[src/rtl/uart_rx_pkg.sv]
// Shared types and helpers for the serial receive engine.
// Assumes a fixed 8-bit data path; character lengths are 5..8 bits.
package uart_rx_pkg;

    localparam int DATA_W = 8;

    typedef enum logic [2:0] {
        ST_IDLE,
        ST_START,
        ST_DATA,
        ST_PARITY,
        ST_STOP,
        ST_HOLD
    } rx_state_e;

    typedef struct packed {
        logic brk;
        logic frame;
        logic parity;
    } frame_err_t;

    // Expected parity bit for a zero-filled character under mode pm.
    function automatic logic parity_expect(input logic [DATA_W-1:0] d,
                                           input logic [2:0] pm);
        logic r;
        if (pm[2]) r = ~pm[1];
        else if (pm[1]) r = ^d;
        else r = ~^d;
        return r;
    endfunction

endpackage

[src/rtl/rx_sync.sv]
// Multi-stage synchronizer for the asynchronous serial input.
// Resets to the idle (high) level so no false start is seen after reset.
module rx_sync #(
    parameter int STAGES = 2
) (
    input  logic clk,
    input  logic rst_n,
    input  logic d_async,
    output logic q_sync
);
    logic [STAGES-1:0] chain;

    genvar i;
    generate
        for (i = 0; i < STAGES; i++) begin : g_stage
            if (i == 0) begin : g_first
                // First flop captures the raw line.
                always_ff @(posedge clk) begin
                    if (!rst_n) chain[0] <= 1'b1;
                    else        chain[0] <= d_async;
                end
            end else begin : g_next
                // Later flops resolve metastability.
                always_ff @(posedge clk) begin
                    if (!rst_n) chain[i] <= 1'b1;
                    else        chain[i] <= chain[i-1];
                end
            end
        end
    endgenerate

    assign q_sync = chain[STAGES-1];
endmodule

[src/rtl/rx_frame_fsm.sv]
// Frame sequencer. It finds the start bit, samples each bit at its centre
// using the oversample strobe, and assembles a zero-filled character.
// After the stop sample it reports the character and its errors with a
// one-cycle pulse. Assumes the configuration is stable during a frame.
module rx_frame_fsm
    import uart_rx_pkg::*;
#(
    parameter int OVERSAMPLE = 16
) (
    input  logic              clk,
    input  logic              rst_n,
    input  logic              rx_bit,
    input  logic              tick,
    input  logic [1:0]        len_code,
    input  logic [2:0]        par_mode,
    output logic              done,
    output logic [DATA_W-1:0] char_out,
    output frame_err_t        err_out
);
    localparam int CW = $clog2(OVERSAMPLE);
    localparam logic [CW-1:0] MID_LAST  = CW'(OVERSAMPLE / 2 - 1);
    localparam logic [CW-1:0] FULL_LAST = CW'(OVERSAMPLE - 1);

    rx_state_e         state;
    logic [CW-1:0]     cnt;
    logic [2:0]        bit_idx;
    logic [DATA_W-1:0] shreg;
    logic              par_bit;
    logic              par_en;
    logic [2:0]        last_idx;
    logic              exp_par;
    logic              at_full;

    // Decode the length and parity fields for this frame.
    always_comb begin
        par_en   = par_mode[0];
        last_idx = {1'b1, len_code};
        exp_par  = parity_expect(shreg, par_mode);
        at_full  = tick && (cnt == FULL_LAST);
    end

    // Sequencer, bit counters and shift register.
    always_ff @(posedge clk) begin
        if (!rst_n) begin
            state    <= ST_IDLE;
            cnt      <= '0;
            bit_idx  <= '0;
            shreg    <= '0;
            par_bit  <= 1'b0;
            done     <= 1'b0;
            char_out <= '0;
            err_out  <= '0;
        end else begin
            done <= 1'b0;
            case (state)
                ST_IDLE: begin
                    if (tick && !rx_bit) begin
                        state   <= ST_START;
                        cnt     <= '0;
                        shreg   <= '0;
                        par_bit <= 1'b0;
                    end
                end
                ST_START: begin
                    if (tick) begin
                        if (cnt == MID_LAST) begin
                            cnt     <= '0;
                            bit_idx <= '0;
                            state   <= rx_bit ? ST_IDLE : ST_DATA;
                        end else begin
                            cnt <= cnt + 1'b1;
                        end
                    end
                end
                ST_DATA: begin
                    if (at_full) begin
                        cnt            <= '0;
                        shreg[bit_idx] <= rx_bit;
                        if (bit_idx == last_idx)
                            state <= par_en ? ST_PARITY : ST_STOP;
                        else
                            bit_idx <= bit_idx + 1'b1;
                    end else if (tick) begin
                        cnt <= cnt + 1'b1;
                    end
                end
                ST_PARITY: begin
                    if (at_full) begin
                        cnt     <= '0;
                        par_bit <= rx_bit;
                        state   <= ST_STOP;
                    end else if (tick) begin
                        cnt <= cnt + 1'b1;
                    end
                end
                ST_STOP: begin
                    if (at_full) begin
                        cnt            <= '0;
                        done           <= 1'b1;
                        char_out       <= shreg;
                        err_out.frame  <= !rx_bit;
                        err_out.parity <= par_en && (par_bit != exp_par);
                        err_out.brk    <= !rx_bit && (shreg == '0) &&
                                          !(par_en && par_bit);
                        state          <= rx_bit ? ST_IDLE : ST_HOLD;
                    end else if (tick) begin
                        cnt <= cnt + 1'b1;
                    end
                end
                ST_HOLD: begin
                    if (rx_bit) state <= ST_IDLE;
                end
                default: state <= ST_IDLE;
            endcase
        end
    end
endmodule

[src/rtl/rx_status_regs.sv]
// One-entry character buffer with full flag and sticky condition flags.
// A read or acknowledge in the same cycle as a completion frees the slot,
// and the new character is stored. A flag set in the same cycle as a
// status read stays set.
module rx_status_regs
    import uart_rx_pkg::*;
(
    input  logic              clk,
    input  logic              rst_n,
    input  logic              done,
    input  logic [DATA_W-1:0] char_in,
    input  frame_err_t        err_in,
    input  logic              data_rd,
    input  logic              status_rd,
    input  logic              req_ack,
    output logic [DATA_W-1:0] buf_data,
    output logic              full,
    output logic              brk,
    output logic              fe,
    output logic              pe,
    output logic              oe
);
    logic slot_free;
    logic lost;

    // Decide whether a completed character can be accepted.
    always_comb begin
        slot_free = !full || data_rd || req_ack;
        lost      = done && !slot_free;
    end

    // Buffer contents and full flag.
    always_ff @(posedge clk) begin
        if (!rst_n) begin
            buf_data <= '0;
            full     <= 1'b0;
        end else if (done && slot_free) begin
            buf_data <= char_in;
            full     <= 1'b1;
        end else if (data_rd || req_ack) begin
            full <= 1'b0;
        end
    end

    // Sticky flags, cleared by a status read.
    always_ff @(posedge clk) begin
        if (!rst_n) begin
            brk <= 1'b0;
            fe  <= 1'b0;
            pe  <= 1'b0;
            oe  <= 1'b0;
        end else begin
            brk <= (brk && !status_rd) || (done && err_in.brk);
            fe  <= (fe  && !status_rd) || (done && err_in.frame);
            pe  <= (pe  && !status_rd) || (done && err_in.parity);
            oe  <= (oe  && !status_rd) || lost;
        end
    end
endmodule

[src/rtl/uart_rx_engine.sv]
// Top of the serial receive engine: a synchronizer, then the frame
// sequencer, then the buffer and flags. Config fields: [1:0] length,
// [5:3] parity mode. Bits [2] and [7:6] are not used for reception.
module uart_rx_engine
    import uart_rx_pkg::*;
#(
    parameter int OVERSAMPLE  = 16,
    parameter int SYNC_STAGES = 2
) (
    input  logic              clk,
    input  logic              rst_n,
    input  logic              rx_line,
    input  logic [7:0]        cfg_byte,
    input  logic              os_tick,
    input  logic              data_rd,
    input  logic              status_rd,
    input  logic              req_ack,
    output logic [DATA_W-1:0] rx_data,
    output logic              rx_full,
    output logic              brk_det,
    output logic              frame_err,
    output logic              parity_err,
    output logic              overrun_err
);
    logic              rx_s;
    logic              frm_done;
    logic [DATA_W-1:0] frm_char;
    frame_err_t        frm_err;
    logic              unused_cfg;

    assign unused_cfg = ^{cfg_byte[7:6], cfg_byte[2]};

    rx_sync #(.STAGES(SYNC_STAGES)) u_sync (
        .clk     (clk),
        .rst_n   (rst_n),
        .d_async (rx_line),
        .q_sync  (rx_s)
    );

    rx_frame_fsm #(.OVERSAMPLE(OVERSAMPLE)) u_fsm (
        .clk      (clk),
        .rst_n    (rst_n),
        .rx_bit   (rx_s),
        .tick     (os_tick),
        .len_code (cfg_byte[1:0]),
        .par_mode (cfg_byte[5:3]),
        .done     (frm_done),
        .char_out (frm_char),
        .err_out  (frm_err)
    );

    rx_status_regs u_regs (
        .clk       (clk),
        .rst_n     (rst_n),
        .done      (frm_done),
        .char_in   (frm_char),
        .err_in    (frm_err),
        .data_rd   (data_rd),
        .status_rd (status_rd),
        .req_ack   (req_ack),
        .buf_data  (rx_data),
        .full      (rx_full),
        .brk       (brk_det),
        .fe        (frame_err),
        .pe        (parity_err),
        .oe        (overrun_err)
    );
endmodule

[config.mk]
export PLATFORM = sky130hd
export DESIGN_NAME = uart_rx_engine
export DESIGN_NICKNAME = d
export VERILOG_FILES = /design/src/rtl/uart_rx_pkg.sv /design/src/rtl/rx_sync.sv /design/src/rtl/rx_frame_fsm.sv /design/src/rtl/rx_status_regs.sv /design/src/rtl/uart_rx_engine.sv
export SDC_FILE = /design/constraint.sdc
export NUM_CORES = 1
export LEC_CHECK = 0
export BUFFER_PORTS_ARGS = -buffer_cell sky130_fd_sc_hd__buf_2
export CAP_MARGIN = 10
export CORE_UTILIZATION = 57
export DETAILED_ROUTE_END_ITERATION = 7
export PLACE_DENSITY = 0.79
export SETUP_SLACK_MARGIN = 0.02
export SYNTH_ARGS = -nofsm -noshare
export SYNTH_HDL_FRONTEND = slang
export SYNTH_SLANG_ARGS = --single-unit
[constraint.sdc]
create_clock -name clk -period 2.4 [get_ports clk]
set_input_delay 0.24 -clock clk [delete_from_list [all_inputs] [get_ports clk]]
set_output_delay 0.24 -clock clk [all_outputs]
set_load 0.05 [all_outputs]
==> impl_metrics.yaml <==
global_routing:
  grt_pass1_vias: 1673
  track_usage: 0.237
  grt_pass1_wl_um: 7610
  grt_max_degree: 34
  antenna_found_initial: 0
  grt_overflow: 0
layout:
  stdcell_count: 322
  seqCellArea_um2: 921
  area_delta_synth_final_pct: 10.3
  n_fill_cell: 333
  drive_above_1_share: 0.150
  n_antenna_cell: 0
  multi_input_area_um2: 1170
  nNetsFinal: 294
critical_path:
  worst_ep_arrival_time_ps: 2110
  worstSetupStartpointType: "register"
  required_ps: 2580
  cp_num_buf_inv: 0
  r2r_slack_ps: 460
  crit_chain: "o21ai_0 -> o211a_1 -> a21oi_1 -> a2bb2oi_1 -> nor2_1"
  path_class: "register to register"
  critPathMaxStageDelay_ps: 810
  endpoint_kind: "register"
  crit_path_top_delay_cell: "dfxtp_1"
  crit_fanout: 19
  crit_family: "compound AO/OA/AOI/OAI gates"
power_and_ir_drop:
  sequentialPowerShare: 0.551
  leakagePower_nw: 0.991
  peakVddDrop_v: 0.000331
  p_sw_frac: 0.216
  p_int_mw: 1.10
  p_per_area_nw_per_um2: 571
  p_clk_frac: 0.409
  comb_power_share: 0.040
  power_switching_uw: 303
synth:
  synth_most_common_cell: "dfxtp_1"
  syn_area_per_cell_um2: 8.75
  synth.area.top_cells: "dfxtp_1, nand2_1, nor2_1, a32o_1, mux2i_1"
  yosysTopAreaCell: "dfxtp_1"
  yosysTopAreaCellShare: 0.414
  synthArstFlopShare: 0
  synth_enable_flop_cells: 0
  synthFlopType: "dfxtp_1"
  ys_seq_area_frac: 0.414
  syn-cell-area_um2: 2220
  syn_nets: 275
  netlist_top_cells_count: "dfxtp_1, nand2_1, nor2_1"
  ys_ff_latch: 46
  yosysWarnings: 0
  synth_cell_type_count: 53
  netlist_instances: 254
clock_network:
  cts_setup_buffers: 0
  clock_sinks: 46
  cts_root_buf: "clkbuf_8"
  cts_tree: "done"
  cts_resized: 0
  cts_inserted_buffers: 5
  clockBufferDepth: 2
  htree_levels: 2
  cts.reportedPaths.clkPinSlew_ps: 90
  hold_buffers: 0
  clk_latency_ps: 300
routing:
  via_per_inst: 5.79
  drc: 0
  drt_iter0_drc: 121
  wire_per_inst_um: 13.7
  routed_wl_um: 4410
  drt_pass1_iterations: 4
  vias: 1864
  antenna_left: 0
placed_design:
  port_buffers: 24
  routabilityCongestion: 0.876
  place_inst: 314
  dp_hpwl_um: 3120
sta:
  report.final.hold_viol_count: 0
  finalSetupTns_ps: 0
  relSlewSlack: 0.506
  slew_viol_final: 0
  fmax_mhz: 516
  finClkSkew_ps: 5.92
  min_period_ps: 1940
  finalSetupViolCount: 0
  finalCritPeriodShare: 0.807
  rsz0062_at_grt: "no"
  tightestPinTransition_ps: 740
floorplan:
  core_area_um2: 3690
  die-area_um2: 4150
  fp.dieW_um: 64.5
  die_y_um: 64.5
  io_pins: 28
  start_util: 0.603
  rows: 22
outcome:
  status: "finished clean"
job:
  drv_cap: 0
min_path:
  hold_class: "input port to register"
worst register-to-register path, cell delays in order (launching register included):
cell       delay [ps]
dfxtp_1           810
o21ai_0           360
o211a_1           270
a21oi_1           140
a2bb2oi_1         180
nor2_1             60
area by class of cell:
type / count / area share
inverters: 15 / 0.0230
multi-input cells: 180 / 0.479
clock buffers: 5 / 0.0281
flip-flops and latches: 46 / 0.376
repair buffers: 25 / 0.0520
clock inverters: 3 / 0.0179
well taps: 48 / 0.0245
state kept, by name (all words and copies together) (netlist names):
register and count:
u_fsm.char_out 8, u_fsm.shreg 8, u_regs.buf_data 8, u_fsm.cnt 4, u_fsm.bit_idx 3, u_fsm.err_out 3, u_fsm.state 3, u_fsm.done 1
u_fsm.par_bit 1, u_regs.brk 1, u_regs.fe 1, u_regs.full 1, u_regs.oe 1, u_regs.pe 1, u_sync.chain 1, u_sync.q_sync 1
power groups by stage:
stage	combinational [mW]	clock [mW]	sequential (mW)
2_1_floorplan	0.0392	0	0.785
3_3_place_gp	0.0548	0	0.789
3_5_place_dp	0.0558	0	0.789
4_1_cts	0.0558	0.584	0.771
5_1_grt	0.0624	0.623	0.772
6_report	0.0561	0.574	0.772
stage by stage:
step	cell area [um^2]	worst slack, ps	power [mW]	util	hold WS [ps]
after global routing	2450	295	1.46	0.665	118
after detailed placement	2340	498	0.845	0.634	404
after global placement	2340	538	0.844	0.634	387
after floorplan	2220	710	0.825	-	313
after CTS	2450	471	1.41	0.665	115
final	2450	463	1.40	0.665	121
layout by cell type (no fill, tap or decap), types with 2 or more instances in the layout:
master	count
and3_1	2
nand4_1	5
a21oi_1	16
a211oi_1	3
nor2b_1	5
nor3b_1	2
a22oi_1	4
a2bb2oi_1	2
nand3_1	3
clkbuf_8	5
dfxtp_1	46
nand2_1	33
xor2_1	2
ha_1	6
o211ai_1	2
a31oi_1	3
xnor2_1	6
a32o_1	9
nand2b_1	6
nor2_1	27
inv_1	14
nor3_1	4
o21ai_0	5
mux2i_1	9
buf_2	24
kinds of logic (layout without fill, tap and decap cells):
logic type / count (synthesis) / in the layout / share of synthesized area
buffers and inverters: 28 / 48 / 0.0574
multiplexers: 9 / 9 / 0.0405
flip-flops: 46 / 46 / 0.414
AO/OA/AOI/OAI: 57 / 57 / 0.188
XOR/XNOR: 8 / 8 / 0.0315
AND/OR/NAND/NOR: 100 / 100 / 0.235
adder cells (fa/ha/maj): 6 / 6 / 0.0338
per-layer routing:
metal,up-vias,GRT usage,routed length (um),part of all wire
met3,7,0.0528,218,0.049
met1,874,0.323,2110,0.48
met4,0,0.111,74,0.017
met2,46,0.354,2010,0.45
met5,-,0,0,0
li1,937,-,-,-
final timing paths:
kind / end / start / cells past startpoint
worst max-delay path: u_fsm.cnt[2] / u_fsm.state[2] / 5
worst min-delay path: u_sync.chain[0] / rx_line / 2
worst max register to register: u_fsm.cnt[2] / u_fsm.state[2] / 5
worst min register to register: u_sync.q_sync / u_sync.chain[0] / 1
(Power assumes the default switching activity.)
